==> src/rtl/afp_pkg.sv <==
package afp_pkg;
    typedef enum logic [0:0] {
        FP_IDLE  = 1'b0,
        FP_SHIFT = 1'b1
    } fp_state_e;
endpackage

==> src/rtl/afp_edge_sync.sv <==
module afp_edge_sync #(
    parameter int STAGES = 2
) (
    input  logic clk,
    input  logic rst_n,
    input  logic bclk_raw,
    input  logic fsync_raw,
    input  logic sdin_raw,
    output logic fsync_s,
    output logic sdin_s,
    output logic bclk_rise,
    output logic bclk_fall
);
    localparam int NSIG = 3;

    logic [NSIG-1:0] raw_vec;
    logic [NSIG-1:0] synced;
    logic            bclk_d;

    assign raw_vec = {bclk_raw, fsync_raw, sdin_raw};

    for (genvar g = 0; g < NSIG; g++) begin : g_sync
        logic [STAGES-1:0] chain;
        always_ff @(posedge clk or negedge rst_n) begin
            if (!rst_n) chain <= '0;
            else        chain <= {chain[STAGES-2:0], raw_vec[g]};
        end
        assign synced[g] = chain[STAGES-1];
    end

    always_ff @(posedge clk or negedge rst_n) begin
        if (!rst_n) bclk_d <= 1'b0;
        else        bclk_d <= synced[2];
    end

    assign bclk_rise = synced[2] & ~bclk_d;
    assign bclk_fall = ~synced[2] & bclk_d;
    assign fsync_s   = synced[1];
    assign sdin_s    = synced[0];
endmodule

==> src/rtl/afp_frame_ctrl.sv <==
module afp_frame_ctrl
    import afp_pkg::*;
#(
    parameter int LONG_BITS  = 64,
    parameter int SHORT_BITS = 32
) (
    input  logic clk,
    input  logic rst_n,
    input  logic bclk_fall,
    input  logic fsync_s,
    input  logic cfg_short,
    input  logic cfg_stereo,
    output logic frame_start,
    output logic bit_take,
    output logic frame_done,
    output logic sync_err,
    output logic short_q,
    output logic stereo_q
);
    localparam int CNT_W = $clog2(LONG_BITS);
    localparam logic [CNT_W-1:0] LAST_LONG  = CNT_W'(LONG_BITS - 1);
    localparam logic [CNT_W-1:0] LAST_SHORT = CNT_W'(SHORT_BITS - 1);

    fp_state_e        state_q, state_d;
    logic [CNT_W-1:0] idx_q, idx_d;
    logic             last_bit;

    // state register
    always_ff @(posedge clk or negedge rst_n) begin
        if (!rst_n) begin
            state_q  <= FP_IDLE;
            idx_q    <= '0;
            short_q  <= 1'b0;
            stereo_q <= 1'b1;
        end else begin
            state_q <= state_d;
            idx_q   <= idx_d;
            if (frame_start) begin
                short_q  <= cfg_short;
                stereo_q <= cfg_stereo;
            end
        end
    end

    assign last_bit = (idx_q == (short_q ? LAST_SHORT : LAST_LONG));

    // next state and outputs
    always_comb begin
        state_d     = state_q;
        idx_d       = idx_q;
        frame_start = 1'b0;
        bit_take    = 1'b0;
        frame_done  = 1'b0;
        sync_err    = 1'b0;
        unique case (state_q)
            FP_IDLE: begin
                if (bclk_fall && fsync_s) begin
                    frame_start = 1'b1;
                    state_d     = FP_SHIFT;
                    idx_d       = '0;
                end
            end
            FP_SHIFT: begin
                if (bclk_fall) begin
                    bit_take   = 1'b1;
                    frame_done = last_bit;
                    if (fsync_s) begin
                        frame_start = 1'b1;
                        sync_err    = !last_bit;
                        idx_d       = '0;
                    end else if (last_bit) begin
                        state_d = FP_IDLE;
                        idx_d   = '0;
                    end else begin
                        idx_d = idx_q + 1'b1;
                    end
                end
            end
            default: state_d = FP_IDLE;
        endcase
    end
endmodule

==> src/rtl/afp_tx_path.sv <==
module afp_tx_path #(
    parameter int ELEM_W    = 16,
    parameter int LONG_BITS = 64
) (
    input  logic              clk,
    input  logic              rst_n,
    input  logic              tx_valid,
    input  logic [ELEM_W-1:0] tx_left,
    input  logic [ELEM_W-1:0] tx_right,
    output logic              tx_ready,
    input  logic              frame_start,
    input  logic              cfg_stereo,
    input  logic              bclk_rise,
    output logic              sdata_out,
    output logic              underrun
);
    localparam int PAD_W = LONG_BITS - 2 * ELEM_W;

    logic                 hold_full;
    logic [ELEM_W-1:0]    hold_l, hold_r;
    logic [LONG_BITS-1:0] sh_q;
    logic                 accept;

    assign tx_ready = !hold_full;
    assign accept   = tx_valid && !hold_full;
    assign underrun = frame_start && !hold_full;

    always_ff @(posedge clk or negedge rst_n) begin
        if (!rst_n) begin
            hold_full <= 1'b0;
            hold_l    <= '0;
            hold_r    <= '0;
        end else begin
            if (frame_start && hold_full) hold_full <= 1'b0;
            if (accept) begin
                hold_full <= 1'b1;
                hold_l    <= tx_left;
                hold_r    <= tx_right;
            end
        end
    end

    always_ff @(posedge clk or negedge rst_n) begin
        if (!rst_n) begin
            sh_q      <= '0;
            sdata_out <= 1'b0;
        end else if (frame_start) begin
            if (hold_full)
                sh_q <= {hold_l, (cfg_stereo ? hold_r : {ELEM_W{1'b0}}), {PAD_W{1'b0}}};
            else
                sh_q <= '0;
        end else if (bclk_rise) begin
            sdata_out <= sh_q[LONG_BITS-1];
            sh_q      <= {sh_q[LONG_BITS-2:0], 1'b0};
        end
    end
endmodule

==> src/rtl/afp_rx_path.sv <==
module afp_rx_path #(
    parameter int ELEM_W     = 16,
    parameter int LONG_BITS  = 64,
    parameter int SHORT_BITS = 32
) (
    input  logic                   clk,
    input  logic                   rst_n,
    input  logic                   bit_take,
    input  logic                   sdin_s,
    input  logic                   frame_done,
    input  logic                   short_q,
    input  logic                   stereo_q,
    input  logic                   rx_ready,
    output logic                   rx_valid,
    output logic [ELEM_W-1:0]      rx_left,
    output logic [ELEM_W-1:0]      rx_right,
    output logic [2*ELEM_W-1:0]    rx_status,
    output logic                   overrun
);
    localparam int STAT_W = LONG_BITS - 2 * ELEM_W;

    logic [LONG_BITS-1:0] sh_q, sh_nxt;
    logic [ELEM_W-1:0]    cap_l, cap_r;
    logic [STAT_W-1:0]    cap_s;

    assign sh_nxt  = {sh_q[LONG_BITS-2:0], sdin_s};
    assign overrun = frame_done && rx_valid && !rx_ready;

    always_comb begin
        if (short_q) begin
            cap_l = sh_nxt[SHORT_BITS-1 -: ELEM_W];
            cap_r = sh_nxt[ELEM_W-1:0];
            cap_s = '0;
        end else begin
            cap_l = sh_nxt[LONG_BITS-1 -: ELEM_W];
            cap_r = sh_nxt[LONG_BITS-ELEM_W-1 -: ELEM_W];
            cap_s = sh_nxt[STAT_W-1:0];
        end
        if (!stereo_q) cap_r = '0;
    end

    always_ff @(posedge clk or negedge rst_n) begin
        if (!rst_n) begin
            sh_q      <= '0;
            rx_valid  <= 1'b0;
            rx_left   <= '0;
            rx_right  <= '0;
            rx_status <= '0;
        end else begin
            if (bit_take) sh_q <= sh_nxt;
            if (frame_done) begin
                rx_valid  <= 1'b1;
                rx_left   <= cap_l;
                rx_right  <= cap_r;
                rx_status <= cap_s;
            end else if (rx_ready) begin
                rx_valid <= 1'b0;
            end
        end
    end
endmodule

==> src/rtl/aud_frame_port.sv <==
module aud_frame_port #(
    parameter int ELEM_W      = 16,
    parameter int SYNC_STAGES = 2
) (
    input  logic                clk,
    input  logic                rst_n,
    input  logic                bclk_in,
    input  logic                fsync_in,
    input  logic                sdata_in,
    output logic                sdata_out,
    input  logic                cfg_short,
    input  logic                cfg_stereo,
    input  logic                tx_valid,
    output logic                tx_ready,
    input  logic [ELEM_W-1:0]   tx_left,
    input  logic [ELEM_W-1:0]   tx_right,
    output logic                rx_valid,
    input  logic                rx_ready,
    output logic [ELEM_W-1:0]   rx_left,
    output logic [ELEM_W-1:0]   rx_right,
    output logic [2*ELEM_W-1:0] rx_status,
    output logic                err_sync,
    output logic                err_underrun,
    output logic                err_overrun
);
    localparam int LONG_BITS  = 4 * ELEM_W;
    localparam int SHORT_BITS = 2 * ELEM_W;

    logic fsync_s, sdin_s, bclk_rise, bclk_fall;
    logic frame_start, bit_take, frame_done, sync_err;
    logic short_q, stereo_q;
    logic underrun, overrun;

    afp_edge_sync #(.STAGES(SYNC_STAGES)) u_sync (
        .clk(clk), .rst_n(rst_n),
        .bclk_raw(bclk_in), .fsync_raw(fsync_in), .sdin_raw(sdata_in),
        .fsync_s(fsync_s), .sdin_s(sdin_s),
        .bclk_rise(bclk_rise), .bclk_fall(bclk_fall)
    );

    afp_frame_ctrl #(.LONG_BITS(LONG_BITS), .SHORT_BITS(SHORT_BITS)) u_ctrl (
        .clk(clk), .rst_n(rst_n),
        .bclk_fall(bclk_fall), .fsync_s(fsync_s),
        .cfg_short(cfg_short), .cfg_stereo(cfg_stereo),
        .frame_start(frame_start), .bit_take(bit_take),
        .frame_done(frame_done), .sync_err(sync_err),
        .short_q(short_q), .stereo_q(stereo_q)
    );

    afp_tx_path #(.ELEM_W(ELEM_W), .LONG_BITS(LONG_BITS)) u_tx (
        .clk(clk), .rst_n(rst_n),
        .tx_valid(tx_valid), .tx_left(tx_left), .tx_right(tx_right),
        .tx_ready(tx_ready), .frame_start(frame_start),
        .cfg_stereo(cfg_stereo), .bclk_rise(bclk_rise),
        .sdata_out(sdata_out), .underrun(underrun)
    );

    afp_rx_path #(.ELEM_W(ELEM_W), .LONG_BITS(LONG_BITS), .SHORT_BITS(SHORT_BITS)) u_rx (
        .clk(clk), .rst_n(rst_n),
        .bit_take(bit_take), .sdin_s(sdin_s), .frame_done(frame_done),
        .short_q(short_q), .stereo_q(stereo_q), .rx_ready(rx_ready),
        .rx_valid(rx_valid), .rx_left(rx_left), .rx_right(rx_right),
        .rx_status(rx_status), .overrun(overrun)
    );

    always_ff @(posedge clk or negedge rst_n) begin
        if (!rst_n) begin
            err_sync     <= 1'b0;
            err_underrun <= 1'b0;
            err_overrun  <= 1'b0;
        end else begin
            if (sync_err) err_sync     <= 1'b1;
            if (underrun) err_underrun <= 1'b1;
            if (overrun)  err_overrun  <= 1'b1;
        end
    end
endmodule

==> config.mk <==
export PLATFORM = sky130hd
export DESIGN_NAME = aud_frame_port
export DESIGN_NICKNAME = d
export VERILOG_FILES = /design/src/rtl/afp_pkg.sv /design/src/rtl/afp_edge_sync.sv /design/src/rtl/afp_frame_ctrl.sv /design/src/rtl/afp_tx_path.sv /design/src/rtl/afp_rx_path.sv /design/src/rtl/aud_frame_port.sv
export SDC_FILE = /design/constraint.sdc
export NUM_CORES = 1
export LEC_CHECK = 0
export BUFFER_PORTS_ARGS = -buffer_cell sky130_fd_sc_hd__buf_4
export CORE_MARGIN = 5
export CORE_UTILIZATION = 35
export DETAILED_ROUTE_END_ITERATION = 8
export PLACE_DENSITY = 0.6
export REMOVE_ABC_BUFFERS = 1
export SYNTH_ARGS = -nofsm -noshare
export SYNTH_HDL_FRONTEND = slang
export SYNTH_SLANG_ARGS = --single-unit
==> constraint.sdc <==
create_clock -name clk -period 2 [get_ports clk]
set_input_delay 0.1 -clock clk [delete_from_list [all_inputs] [get_ports clk]]
set_output_delay 0.1 -clock clk [all_outputs]
set_load 0.005 [all_outputs]
==> results of run 1 <==
-- area by class of cell --
cell class | instances | area, um^2
fill | 2298 | 13300
sequential | 213 | 5330
multi-input combinational | 461 | 3130
timing repair buffer | 167 | 1460
clock buffer | 39 | 708
tap | 324 | 405
clock inverter | 3 | 65.1
inverter | 3 | 11.3
-- worst min path at each step --
stage | startpoint | to | cells past startpoint
floorplan | rst_n | err_overrun$_DFFE_PN0P_ | 0
global placement | rst_n | u_rx.rx_left[4]$_DFFE_PN0P_ | 1
detailed placement | rst_n | u_rx.rx_left[4]$_DFFE_PN0P_ | 1
CTS | rst_n | u_rx.sh_q[50]$_DFFE_PN0P_ | 2
global route | rst_n | u_rx.sh_q[50]$_DFFE_PN0P_ | 2
finish | rst_n | u_rx.rx_left[4]$_DFFE_PN0P_ | 2
-- metal layers --
metal	part of all wire [%]	wire length (um)	vias to the layer above	track usage (%)
met4	2.2	396	0	3.11
met2	46	8260	122	19.8
met5	0	0	-	0
met3	4.9	884	28	2.56
met1	47	8410	2803	18.0
li1	-	-	2794	-
-- cell families after synthesis --
| family | Yosys count | share of synthesized area (%) |
|---|---|---|
| compound gates | 124 | 8.29 |
| xor+xnor | 5 | 0.503 |
| mux | 128 | 16.3 |
| simple gates | 202 | 10.5 |
| buf+inv | 53 | 3.10 |
| flops | 213 | 61.2 |
| fa+ha+maj | 1 | 0.144 |
-- repair_timing --
item                                    CTS  global route
endpoints found under the setup margin    0            11
endpoints found under the hold margin   251             0
hold buffers                             39             0
gates resized for setup                   0             0
-- synth_stat cells, types with 4 or more instances --
library cell / n / area, um^2
a22oi_1: 15 / 113
o21ai_0: 34 / 170
a31oi_1: 16 / 100
nand3_1: 19 / 95.1
buf_1: 4 / 15.0
mux2i_1: 16 / 160
nand2b_1: 34 / 213
mux2_2: 112 / 1260
o21ai_1: 35 / 175
nand2_1: 108 / 405
buf_2: 30 / 150
dfrtp_1: 212 / 5310
xor2_1: 5 / 43.8
clkbuf_1: 10 / 37.5
a21oi_1: 15 / 75.1
nor2_1: 32 / 120
-- state kept, by name, indices dropped and copies added, names as in the netlist, 6 cells and up --
signal               cells
u_ctrl.idx_q             6
u_rx.rx_left            16
u_rx.rx_right           16
u_rx.rx_status          32
u_rx.sh_q               63
u_sync.g_sync.chain      6
u_tx.hold_l             16
u_tx.hold_r             16
u_tx.sh_q               32
-- power groups by stage --
stage               Combinational, mW  Sequential (mW)  Clock, mW
global placement                 1.50             5.50          0
detailed placement               1.54             5.52          0
finish                           1.57             5.44       4.32
floorplan                        1.03             5.42          0
CTS                              1.60             5.44       4.47
global route                     1.76             5.53       4.64
-- stage by stage --
step | setup WS (ns) | instance area, um^2 | TNS, ns
3_5_place_dp | 0.170 | 9930 | 0
2_1_floorplan | -1.71 | 8450 | -181.27
6_report | 0.157 | 11100 | 0
4_1_cts | 0.130 | 11100 | 0
5_1_grt | -0.0138 | 11100 | -0.0138
3_3_place_gp | 0.223 | 9930 | 0
==> results by group, run 1 <==
STA
  – Max-slew violations: 0
  – Relative slew slack: 49.3%
  – Worst Tran Pin Value: 0.761 ns
  – Fin crit share: 92.2%
  – Fmax: 0.542 GHz
  – WHS: 0.0877 ns
  – Final Skew: 0.0130 ns
  – Min cycle time layout: 1.84 ns
  – Final hold violations: 0
  – Final setup viols: 0

CTS
  – Clock sink count: 213
  – TritonCTS clock tree: yes
  – H-Tree Depth: 1
  – Skew-Pair Late Insertion Delay: 0.51 ns
  – CTS Root Cell: clkbuf_16
  – Clk buf depth: 3
  – TritonCTS Buffers: 24
  – Worst-path clk slew: 0.06 ns
  – Post-CTS setup buffers: 0

Power
  – Worst vdd ir: 0.622 mV
  – Clock share of power: between 30% and 40%
  – Combinational share of power: 13.9%
  – Sw power: 2.79 mW
  – P per Cell Area: 1020 nW/um^2
  – Sw frac: 24.6%
  – Internal power: 8.54 mW
  – Pwr Total: ~11 mW
  – Reg power frac: 48.0%
  – LEAKAGE: between 5 and 6 nW

Synth
  – Main synth FF type: dfrtp_1
  – YS warnings: 0
  – Yosys cell types: 32
  – Register bit count reported by yosys: 213
  – Asr flop ratio synth: 100%
  – Syn Std Cell Area: 8710 um^2
  – Cell count after synthesis: between 700 and 800
  – EDFF count, synth: 0
  – Avg Cell Area, Syn: 12.0 um^2
  – Post-synthesis sequential area ratio: 61.2%

Detailed routing
  – DR vias/cell: 4.75
  – DRT iter0 DRCs: 282
  – Pre-antenna DRT Iters: 4
  – Vias: 5747
  – Final wirelength: ~18000 um
  – WL per Instance: 14.8 um
  – DRC viols: 0
  – Antenna-violating nets left: 0

Job
  – Maxcap violations: 0

Worst setup path
  – Crit-path max cell delay: 0.49 ns
  – Critical Path End: u_rx.rx_right[13]$_DFFE_PN0P_
  – Worst path bufs/invs: 1
  – Levels on crit path: 5
  – CP max-delay cell: xor2_1
  – CP Data Required Time: ~2.4 ns
  – Crit-path cells: xor2_1 > nand4_4 > buf_12 > nand2_1 > o21ai_0
  – Crit Reg-Reg Endpoint: u_rx.rx_right[13]$_DFFE_PN0P_
  – Delay-heaviest family, CP: XOR/XNOR gates
  – Top fanout value on the critical path: 43
  – CP startpoint: u_ctrl.short_q$_DFFE_PN0N_
  – Reg2reg setup slack: 0.16 ns
  – Reg2Reg Depth: 5
  – Critical Path End Type: flop
  – CP Class: reg -> reg
  – Critical Path AT: 2.22 ns
  – CP startpoint kind: flop
  – Worst r2r src: u_ctrl.short_q$_DFFE_PN0N_

Hold path
  – Worst Hold Class: in -> async

GRT
  – Largest net degree at the start of global routing: 66
  – Vias in the first global route: between 5k and 6k
  – Global-route wire length before repair: 30200 um
  – Grt total ovfl: 0
  – Initial antenna violation count: 0
  – GRT Overall Usage: 12.6%

Place
  – Global placement routability congestion: about 0.73
  – Dpl hpwl: 11300 um
  – Cell total after placement: around 1.1k
  – Buffers on Ports: 110

Die
  – Chip width: 168 um
  – I/O pin total: 111
  – DIE AREA: 28200 um^2
  – Initial Util: 35.7%
  – Core footprint: 24400 um^2
  – FP Rows: 57
  – Die span in y: about 170 um

Cells and area
  – Most frequent cells in the layout: dfrtp_1 (211), buf_4 (119), mux2_2 (112), nand2_1 (108), dlygate4sd3_1 (39)
  – Share of cells above drive strength 1: 31.5%
  – Commonest non-fill, non-tap cell in the layout: dfrtp_1
  – Util after Layout: 45.5%
  – NumNets Final: about 910
  – Antenna Cells: 0
  – Layout area overhead: 27.5%
  – Non-Filler Instances: 1210

Status
  – Status: finished, final reports clean
Note: power is estimated with default switching activity, not from simulation.
==> run 2, diff against run 1 <==
Settings changed: CORE_ASPECT_RATIO set to 1.25.
==> results by group, run 2 (same netlist as run 1, synthesis figures left out) <==
Die
  – Chip width: 151 um (was 168 um)
  – Die span in y: 186 um (was 168 um)
  – DIE AREA: 28200 um^2 (about the same)
  – FP Rows: 64 (was 57)
  – I/O pin total: 111 (unchanged)
  – Initial Util: 35.6% (was 35.7%)
  – Core footprint: 24500 um^2 (was 24400 um^2)

Detailed routing
  – DR vias/cell: 4.64 (was 4.75)
  – Top sig layer: met4 (unchanged)
  – DRC viols: 0 (unchanged)
  – WL per Instance: 14.5 um (was 14.8 um)
  – Antenna-violating nets left: 0 (unchanged)
  – M1 wire length: 8180 um (was 8410 um)
  – Met2 wire length: 7890 um (was 8260 um)
  – Vias: 5616 (was 5747)
  – Pre-antenna DRT Iters: 5 (was 4)
  – Met3 WL post-DR: 1200 um (was 884 um)
  – Final wirelength: 17600 um (was 18000 um)
  – DRT iter0 DRCs: 141 (was 282)

Worst setup path
  – Crit-path cells: ha_1 > and3_1 > nand4_4 > buf_12 > nand2_1 > o21ai_0 (was xor2_1 > nand4_4 > buf_12 > nand2_1 > o21ai_0)
  – CP Class: reg -> reg (unchanged)
  – Critical Path AT: 2.17 ns (was 2.22 ns)
  – Crit-path max cell delay: 0.39 ns (was 0.49 ns)
  – CP max-delay cell: dfrtp_1 (was xor2_1)
  – Reg2reg setup slack: 0.20 ns (was 0.16 ns)
  – CP startpoint kind: flop (unchanged)
  – CP Data Required Time: 2.37 ns (about the same)
  – Top fanout value on the critical path: 50 (was 43)
  – Critical Path End Type: flop (unchanged)

STA
  – Min cycle time layout: 1.80 ns (was 1.84 ns)
  – Fmax: 0.557 GHz (was 0.542 GHz)
  – Final Skew: 0.0131 ns (was 0.0130 ns)
  – RSZ-0062 raised after global routing: no
  – Relative slew slack: 49.7% (was 49.3%)
  – Final hold violations: 0 (unchanged)
  – Max-slew violations: 0 (unchanged)
  – Fin crit share: 89.8% (was 92.2%)
  – Worst Tran Pin Value: 0.755 ns (was 0.761 ns)
  – Final setup viols: 0 (unchanged)
  – Final TNS setup: 0 ns (unchanged)
  – WHS: 0.116 ns (was 0.0877 ns)

Cells and area
  – Layout area overhead: 27.4% (was 27.5%)
  – Util after Layout: 45.3% (was 45.5%)
  – Share of cells above drive strength 1: 31.7% (was 31.5%)
  – Non-Filler Instances: 1211 (was 1210)
  – NumNets Final: 908 (was 912)
  – Regs by FF count: u_rx.sh_q x63, u_rx.rx_status x32, u_tx.sh_q x32 (unchanged)
  – Max reg flops: 63 (unchanged)
  – Largest reg by FF count: u_rx.sh_q (unchanged)
  – Commonest non-fill, non-tap cell in the layout: dfrtp_1 (unchanged)
  – Most frequent cells in the layout: dfrtp_1 (211), buf_4 (118), mux2_2 (112), nand2_1 (108), dlygate4sd3_1 (39) (was dfrtp_1 (211), buf_4 (119), mux2_2 (112), nand2_1 (108), dlygate4sd3_1 (39))
  – Antenna Cells: 0 (unchanged)
  – Filler cell count: 2308 (was 2298)

CTS
  – H-Tree Depth: 1 (unchanged)
  – TritonCTS Buffers: 23 (was 24)
  – CTS Root Cell: clkbuf_16 (unchanged)
  – Clock sink count: 213 (unchanged)
  – Post-CTS setup buffers: 0 (unchanged)
  – Worst-path clk slew: 0.06 ns (about the same)
  – CTS Hold Buffers Added: 39 (unchanged)
  – Clk buf depth: 3 (unchanged)
  – Skew-Pair Late Insertion Delay: 0.51 ns (about the same)
  – Post-CTS sizing: 0 (unchanged)
  – TritonCTS clock tree: yes (unchanged)

GRT
  – Initial antenna violation count: 0 (unchanged)
  – Global-route wire length before repair: 29900 um (was 30200 um)
  – Grt total ovfl: 0 (unchanged)
  – Vias in the first global route: 5763 (was 5829)
  – GRT Overall Usage: 12.6% (about the same)
  – Largest net degree at the start of global routing: 66 (unchanged)

Place
  – Dpl hpwl: 11200 um (was 11300 um)
  – Buffers on Ports: 110 (unchanged)
  – Cell total after placement: 1132 (was 1128)
  – Global placement routability congestion: 0.722 (was 0.729)

Hold path
  – Worst Hold Class: in -> async (unchanged)

Power
  – P per Cell Area: 1030 nW/um^2 (was 1020 nW/um^2)
  – Worst vdd ir: 0.656 mV (was 0.622 mV)
  – LEAKAGE: 5.11 nW (about the same)

Status
  – Status: finished, final reports clean (unchanged)

Job
  – Maxcap violations: 0 (unchanged)
run 2: changes by cell type in the layout (fill, tap and decap cells not counted):
cell / delta
inv_6: +1
clkbuf_8: +1
buf_12: -1
clkinvlp_4: +1
bufinv_16: +2
clkbuf_16: -2
clkbuf_1: -5
buf_4: -1
nand4_2: -1
run 2: cell type report:
cell class,instances,area (um^2),share of cell area [%]
sequential,213,5330,48.0
multi-input combinational,460,3120,28.1
timing repair buffer,165,1430,12.9
clock buffer,33,653,5.89
tap,330,413,3.72
clock inverter,7,141,1.27
inverter,3,11.3,0.101
run 2: path summary, 6_finish.rpt:
path	from	to	cells after the start
min reg2reg	u_sync.g_sync[0].chain[0]$_DFF_PN0_	u_sync.g_sync[0].chain[1]$_DFF_PN0_	0
max reg2reg	u_ctrl.idx_q[0]$_DFFE_PN0P_	u_rx.rx_right[0]$_DFFE_PN0P_	6
max in group asynchronous	rst_n	u_rx.rx_valid$_DFFE_PN0P_	3
min in group clk	tx_valid	u_tx.hold_full$_DFFE_PN0P_	4
min	rst_n	u_rx.rx_status[17]$_DFFE_PN0P_	2
max	u_ctrl.idx_q[0]$_DFFE_PN0P_	u_rx.rx_right[0]$_DFFE_PN0P_	6
run 2: critical path, delay by kind of cell (launching register included):
kind | cells | cell delay [ns]
and+or+nand+nor | 3 | 0.69
DFF | 1 | 0.39
buffers and inverters | 1 | 0.31
adders and majority gates | 1 | 0.19
AOI/OAI and AO/OA | 1 | 0.07
run 2: stage by stage:
step / setup slack, ns / total power [mW] / cell area [um^2]
floorplan: -1.71 / 6.45 / 8450
global placement: 0.240 / 6.98 / 9910
detailed placement: 0.201 / 7.04 / 9910
CTS: 0.173 / 11.6 / 11100
global route: 0.0139 / 12.0 / 11100
finish: 0.203 / 11.4 / 11100
run 2: layer usage:
layer  vias up  GRT usage (%)
li1       2768              -
met1      2693           18.1
met2       128           19.4
met3        27           3.18
met4         0           2.83
met5         -              0
run 2: power by group:
group	internal [mW]	switching (mW)	leakage (nW)	total, mW
clock	2.78	1.66	0.384	4.44
combinational	0.889	0.651	1.99	1.54
sequential	4.98	0.459	2.73	5.44
